`config.mk`:
```
export PLATFORM = sky130hd
export DESIGN_NAME = dual_stream_audio_port
export DESIGN_NICKNAME = d
export VERILOG_FILES = /design/src/rtl/audio_port_pkg.sv /design/src/rtl/audio_frame_timer.sv /design/src/rtl/audio_vol_scaler.sv /design/src/rtl/audio_rx_lane.sv /design/src/rtl/audio_tx_lane.sv /design/src/rtl/dual_stream_audio_port.sv
export SDC_FILE = /design/constraint.sdc
export NUM_CORES = 2
export LEC_CHECK = 0
export CAP_MARGIN = 20
export CORE_ASPECT_RATIO = 1.5
export CORE_MARGIN = 5
export CORE_UTILIZATION = 50
export CTS_CLUSTER_DIAMETER = 120
export DETAILED_ROUTE_END_ITERATION = 8
export GPL_ROUTABILITY_DRIVEN = 0
export GPL_TIMING_DRIVEN = 1
export PLACE_DENSITY = 0.76
export SLEW_MARGIN = 5
export SYNTH_ARGS = -nofsm -noshare
export SYNTH_HDL_FRONTEND = slang
export SYNTH_SLANG_ARGS = --single-unit
```
`constraint.sdc`:
```
create_clock -name clk -period 6.02 [get_ports clk]
set_input_delay 0.903 -clock clk [delete_from_list [all_inputs] [get_ports clk]]
set_output_delay 0.903 -clock clk [all_outputs]
set_load 0.05 [all_outputs]
```
`src/rtl/audio_port_pkg.sv`:
```
package audio_port_pkg;
  localparam int DEF_STREAMS  = 2;
  localparam int DEF_SAMPLE_W = 16;
  localparam int DEF_VOL_W    = 8;

  function automatic int frame_len(input int sample_w);
    return 2 * sample_w;
  endfunction
endpackage

```
`src/rtl/audio_frame_timer.sv`:
```
module audio_frame_timer #(
  parameter int FRAME_BITS = 32,
  localparam int CW = $clog2(FRAME_BITS)
) (
  input  logic clk,
  input  logic rst,
  input  logic sync_i,
  output logic active_o,
  output logic locked_o,
  output logic frame_end_o
);
  localparam logic [CW-1:0] LAST = CW'(FRAME_BITS - 1);

  logic [CW-1:0] bit_q, bit_idx;
  logic          locked_q;

  always_comb begin
    if (sync_i)             bit_idx = '0;
    else if (bit_q == LAST) bit_idx = '0;
    else                    bit_idx = bit_q + 1'b1;
  end

  assign active_o    = locked_q | sync_i;
  assign locked_o    = locked_q;
  assign frame_end_o = active_o && (bit_idx == LAST);

  always_ff @(posedge clk) begin
    if (rst) begin
      bit_q    <= LAST;
      locked_q <= 1'b0;
    end else begin
      if (active_o) bit_q <= bit_idx;
      if (sync_i)   locked_q <= 1'b1;
    end
  end

  AST_FRAME_WRAP: assert property (@(posedge clk) disable iff (rst)
    (frame_end_o && !sync_i) |=> !frame_end_o);
  AST_LOCK_KEPT: assert property (@(posedge clk) disable iff (rst)
    locked_q |=> locked_q);
endmodule

```
`src/rtl/audio_vol_scaler.sv`:
```
module audio_vol_scaler #(
  parameter int SAMPLE_W = 16,
  parameter int VOL_W    = 8
) (
  input  logic [SAMPLE_W-1:0] sample_i,
  input  logic [VOL_W-1:0]    vol_i,
  output logic [SAMPLE_W-1:0] sample_o
);
  localparam int PW = SAMPLE_W + VOL_W + 1;

  logic signed [PW-1:0] prod;

  always_comb begin
    prod = $signed(sample_i) * $signed({1'b0, vol_i});
    if (vol_i == '1) sample_o = sample_i;
    else             sample_o = SAMPLE_W'(prod >>> VOL_W);
  end
endmodule

```
`src/rtl/audio_rx_lane.sv`:
```
module audio_rx_lane #(
  parameter int SAMPLE_W = 16,
  localparam int WORD_W = 2 * SAMPLE_W
) (
  input  logic                clk,
  input  logic                rst,
  input  logic                shift_i,
  input  logic                frame_end_i,
  input  logic                sd_i,
  output logic [SAMPLE_W-1:0] left_o,
  output logic [SAMPLE_W-1:0] right_o
);
  logic [WORD_W-2:0] sr_q;
  logic [WORD_W-1:0] word;

  assign word = {sr_q, sd_i};

  always_ff @(posedge clk) begin
    if (rst) begin
      sr_q    <= '0;
      left_o  <= '0;
      right_o <= '0;
    end else begin
      if (shift_i) sr_q <= word[WORD_W-2:0];
      if (frame_end_i) begin
        left_o  <= word[WORD_W-1:SAMPLE_W];
        right_o <= word[SAMPLE_W-1:0];
      end
    end
  end

  AST_RX_RIGHT_LSB: assert property (@(posedge clk) disable iff (rst)
    frame_end_i |=> right_o[0] == $past(sd_i));
endmodule

```
`src/rtl/audio_tx_lane.sv`:
```
module audio_tx_lane #(
  parameter int SAMPLE_W = 16,
  parameter int VOL_W    = 8,
  localparam int WORD_W = 2 * SAMPLE_W
) (
  input  logic                clk,
  input  logic                rst,
  input  logic                shift_i,
  input  logic                load_i,
  input  logic [VOL_W-1:0]    vol_i,
  input  logic [SAMPLE_W-1:0] left_i,
  input  logic [SAMPLE_W-1:0] right_i,
  output logic                sd_o
);
  logic [SAMPLE_W-1:0] left_s, right_s;
  logic [WORD_W-1:0]   word, sr_q;

  audio_vol_scaler #(.SAMPLE_W(SAMPLE_W), .VOL_W(VOL_W)) u_scale_l (
    .sample_i(left_i), .vol_i(vol_i), .sample_o(left_s));
  audio_vol_scaler #(.SAMPLE_W(SAMPLE_W), .VOL_W(VOL_W)) u_scale_r (
    .sample_i(right_i), .vol_i(vol_i), .sample_o(right_s));

  assign word = {left_s, right_s};

  always_ff @(posedge clk) begin
    if (rst) begin
      sr_q <= '0;
      sd_o <= 1'b0;
    end else if (load_i) begin
      sd_o <= word[WORD_W-1];
      sr_q <= {word[WORD_W-2:0], 1'b0};
    end else if (shift_i) begin
      sd_o <= sr_q[WORD_W-1];
      sr_q <= {sr_q[WORD_W-2:0], 1'b0};
    end
  end

  AST_MUTE_MSB: assert property (@(posedge clk) disable iff (rst)
    (load_i && vol_i == '0) |=> !sd_o);
  AST_UNITY_MSB: assert property (@(posedge clk) disable iff (rst)
    (load_i && vol_i == '1) |=> sd_o == $past(left_i[SAMPLE_W-1]));
endmodule

```
`src/rtl/dual_stream_audio_port.sv`:
```
module dual_stream_audio_port
  import audio_port_pkg::*;
#(
  parameter int STREAMS  = DEF_STREAMS,
  parameter int SAMPLE_W = DEF_SAMPLE_W,
  parameter int VOL_W    = DEF_VOL_W
) (
  input  logic                         clk,
  input  logic                         rst,
  input  logic                         sync_i,
  input  logic [STREAMS-1:0]           sdin_i,
  input  logic [VOL_W-1:0]             vol_i,
  input  logic [STREAMS*SAMPLE_W-1:0]  tx_left_i,
  input  logic [STREAMS*SAMPLE_W-1:0]  tx_right_i,
  output logic [STREAMS-1:0]           sdout_o,
  output logic [STREAMS*SAMPLE_W-1:0]  rx_left_o,
  output logic [STREAMS*SAMPLE_W-1:0]  rx_right_o,
  output logic                         rx_valid_o
);
  localparam int FRAME_BITS = frame_len(SAMPLE_W);

  logic active, locked, frame_end;

  audio_frame_timer #(.FRAME_BITS(FRAME_BITS)) u_timer (
    .clk(clk), .rst(rst), .sync_i(sync_i),
    .active_o(active), .locked_o(locked), .frame_end_o(frame_end));

  for (genvar s = 0; s < STREAMS; s++) begin : g_stream
    audio_rx_lane #(.SAMPLE_W(SAMPLE_W)) u_rx (
      .clk(clk), .rst(rst), .shift_i(active), .frame_end_i(frame_end),
      .sd_i(sdin_i[s]),
      .left_o(rx_left_o[s*SAMPLE_W +: SAMPLE_W]),
      .right_o(rx_right_o[s*SAMPLE_W +: SAMPLE_W]));

    audio_tx_lane #(.SAMPLE_W(SAMPLE_W), .VOL_W(VOL_W)) u_tx (
      .clk(clk), .rst(rst), .shift_i(active), .load_i(frame_end),
      .vol_i(vol_i),
      .left_i(tx_left_i[s*SAMPLE_W +: SAMPLE_W]),
      .right_i(tx_right_i[s*SAMPLE_W +: SAMPLE_W]),
      .sd_o(sdout_o[s]));
  end

  always_ff @(posedge clk) begin
    if (rst) rx_valid_o <= 1'b0;
    else     rx_valid_o <= frame_end;
  end

  AST_VALID_ONE_CYCLE: assert property (@(posedge clk) disable iff (rst)
    rx_valid_o |=> !rx_valid_o);
  AST_RX_HELD: assert property (@(posedge clk) disable iff (rst)
    !frame_end |=> ($stable(rx_left_o) && $stable(rx_right_o)));
  AST_SILENT_UNLOCKED: assert property (@(posedge clk) disable iff (rst)
    !locked |-> (sdout_o == '0 && !rx_valid_o));
endmodule

```
==> flow_metrics.py <==
metrics = {
    "hold_path": {
        "min_to": "g_stream[1].u_rx.right_o[4]$_SDFFE_PP0P_",
        "hold_path_class": "reg2reg",
        "min-delay-start": "g_stream[1].u_rx.right_o[4]$_SDFFE_PP0P_",
        "hold_depth": 2,
    },
    "worst_setup_path": {
        "worstRegToRegCells": 12,
        "crit_required_ps": 6370,
        "worst_setup_path_start_kind": "input pin",
        "reg2reg_to": "g_stream[1].u_tx.sr_q[16]$_SDFFE_PP0P_",
        "rrSetupSlack_ps": 2190,
        "rr_startpoint": "u_timer.bit_q[0]$_SDFFE_PP1P_",
        "cp_max_fo": 7,
        "end_kind": "register",
        "cp_data_arrival_time_ps": 6070,
        "crit_type": "in2reg",
    },
    "run": {
        "maxCapViolations": 0,
    },
    "place": {
        "dpl.hpwl_um": 49200,
        "postPlaceCellArea_sq_um": 28000,
        "portBuffers": 143,
        "place_ws_ps": -201,
    },
    "die": {
        "start_util_pct": 50.2,
        "die_width_um": 194,
        "rows": 101,
        "ioPinCount": 144,
        "fp.dieH_um": 285,
        "core-area_sq_um": 50400,
        "die_area_sq_um": 55300,
    },
    "clocking": {
        "cts_made_buffers": 17,
        "cts_tree": "done",
        "h-tree-depth": 4,
        "clock_latency_ps": 450,
        "clock_sinks": 197,
        "clkTransAtPathRegs_ps": 80,
        "cts_hold_buf": 0,
        "cts_resized": 0,
        "clockBufferDepth": 2,
        "clockRootBuffer": "clkbuf_16",
        "postCtsSetupBuffers": 0,
    },
    "final_layout": {
        "nets": 3860,
        "final_util_pct": 56.8,
        "diodes": 0,
        "syn2layout_area_growth_pct": 13.2,
        "fillers": 4561,
        "drive_gt1_share_pct": 7.25,
        "multiInputGateArea_sq_um": 18500,
        "seqCellArea_sq_um": 3940,
        "final_area_sq_um": 28600,
    },
    "drt": {
        "avgViaCountPerCell": 5.31,
        "drtIter0Drc": 793,
        "wl_um": 62700,
        "drt_first_pass_iters": 6,
        "drtAntennaViolNets": 0,
        "remaining_drc_errors": 0,
        "wl_per_cell_um": 16.1,
        "vias": 20685,
    },
    "sta": {
        "fin_worst_skew_ps": 14.3,
        "worstMarginPinSlew_ps": 1030,
        "maxSlewViolCount": 0,
        "slew_headroom_pct": 31.4,
        "fin_crit_sh_pct": 95.0,
        "final.min_clock_period_ps": 5720,
        "hold_viol_final": 0,
        "fmax_mhz": 175,
        "finalSetupViolCount": 0,
        "grt_setup_unrepaired": "no",
        "worst_slack_ps": 299,
    },
    "logic_synthesis": {
        "synth_top_area_share_pct": 31.3,
        "synthesis.area_sq_um": 25300,
        "ys_warn_count": 0,
        "syn_area_per_cell_sq_um": 8.17,
        "synth_edf_count": 0,
        "yosysSeqAreaShare_pct": 15.6,
        "ys_ff_latch": 197,
        "syn_nets": 3743,
        "synth_async_sr_flop_share_pct": 0,
        "yosysUniqueCellTypes": 88,
        "synthCells": 3096,
        "synth_top_cell_by_area": "fa_1",
        "yosys-top-cells-area": "fa_1 31%, dfxtp_1 16%, nand2_1 9.2%, ha_1 8.6%, inv_1 8.3%",
        "synth_flop_cell": "dfxtp_1",
    },
    "global_routing": {
        "grt.total_usage_pct": 23.0,
        "grt_pass1_vias": 21914,
        "grt_overflow_total": 0,
        "grt_start_max_net_pins": 95,
        "antenna_found_initial": 0,
        "grt_pass1_wl_um": 106000,
    },
    "power_and_ir_drop": {
        "p_leak_uw": 0.0137,
        "power_uw": 9740,
        "powerDensity_nw_per_um2": 340,
        "ir_drop_v": 0.000198,
    },
    "run_status": {
        "outcome": "completed",
    },
}
[synthesized netlist by cell type (15+ instances only)]
library cell  instances
a21o_1               30
buf_2                22
fa_1                396
dfxtp_1             197
buf_1                46
a21oi_1             205
o22ai_1              15
xnor2_1              49
ha_1                174
nor2_1              107
inv_1               559
nand2_1             619
nor3_1               31
o21ai_0              24
xor2_1               17
o21ai_1              20
o21bai_1             15
nand3_1              26
and2_1              210
clkbuf_1            119
[registers in the layout (all words and copies together), names as in the netlist]
name,flops
g_stream.u_rx.left_o,32
rx_valid_o,1
g_stream.u_tx.sd_o,2
g_stream.u_tx.sr_q,62
g_stream.u_rx.right_o,32
g_stream.u_rx.sr_q,62
u_timer.bit_q,5
u_timer.locked_o,1
[final cells by class]
type                            instances  area share (%)
Clock buffer                           19            1.55
Clock inverter                         13           0.551
Multi-Input combinational cell       2148            64.7
Tap cell                              669            2.92
Timing Repair Buffer                  289            9.17
Inverter                              560            7.34
Sequential cell                       197            13.8
[where the power goes]
part | internal [uW] | switching, uW
logic | 3220 | 4000
clock network | 605 | 561
registers | 1330 | 20.2
total | 5160 | 4580
[cell families (layout without fill, tap and decap cells)]
group                      Yosys count  count (layout)  synth area share, %
xor gates and xnor gates            66              66                 2.29
buffers and inverters              751             881                 11.3
DFF                                197             197                 15.6
muxes                                8               8                0.317
AOI/OAI and AO/OA                  431             431                 11.2
and+or+nand+nor                   1073            1073                 19.4
adders and majority gates          570             570                 39.9
[worst max-delay path, cell delays in order]
cell and delay (ps):
clkdlybuf4s50_1 710, nand2_1 140, fa_1 550, inv_1 50, fa_1 500, inv_1 50
fa_1 530, inv_1 50, fa_1 430, ha_1 220, nor3_2 210, o21ai_2 110
a311o_1 380, a2111oi_2 440, o21bai_1 160, a21oi_1 190, xor2_1 100, a2111oi_2 340
[how the worst max path moves through the flow]
stage	start	endpoint	slack [ps]
final	tx_left_i[7]	g_stream[0].u_tx.sr_q[31]$_SDFFE_PP0P_	300
after global routing	tx_left_i[7]	g_stream[0].u_tx.sr_q[31]$_SDFFE_PP0P_	30
after CTS	tx_left_i[7]	g_stream[0].u_tx.sr_q[31]$_SDFFE_PP0P_	280
after detailed placement	tx_left_i[7]	g_stream[0].u_tx.sr_q[31]$_SDFFE_PP0P_	-200
after global placement	tx_left_i[7]	g_stream[0].u_tx.sr_q[31]$_SDFFE_PP0P_	-160
after floorplan	vol_i[0]	g_stream[0].u_tx.sr_q[31]$_SDFFE_PP0P_	120
[metrics by stage]
step / instances / TNS (ps) / hold WS [ps]
finish: 3895 / 0 / 453
detailed placement: 3863 / -308 / 442
CTS: 3895 / 0 / 457
floorplan: 3096 / 0 / 429
global placement: 3863 / -210 / 436
global route: 3895 / 0 / 471
[cells in the final DEF (no fill, tap or decap), types with 7 or more instances in the layout]
cell type and n:
clkdlybuf4s50_1 134, a22oi_1 8, ha_1 174, fa_1 396, nand3_1 26, buf_4 135
mux2i_1 8, o21bai_1 15, nor2b_1 7, clkbuf_16 17, o221ai_1 13, nand2_1 619
and3_1 12, a31oi_1 13, xnor2_1 49, a211oi_1 10, a21o_1 29, nor3_1 30
inv_1 559, o21ai_0 24, buf_12 11, o211ai_1 9, o21ai_1 20, and2_1 210
o22ai_1 15, or3_1 11, buf_2 8, nor2_1 106, xor2_1 17, nand4_1 10
a21oi_1 205, dfxtp_1 197
[metal layers]
metal  global-route usage [%]  wire [um]  up-vias
met5                        0          0        -
met4                     7.70       2020        0
met3                     2.76       2440      151
met2                     44.5      34400      496
met1                     25.9      23900    10256
li1                         -          -     9782
(Power assumes the default switching activity.)
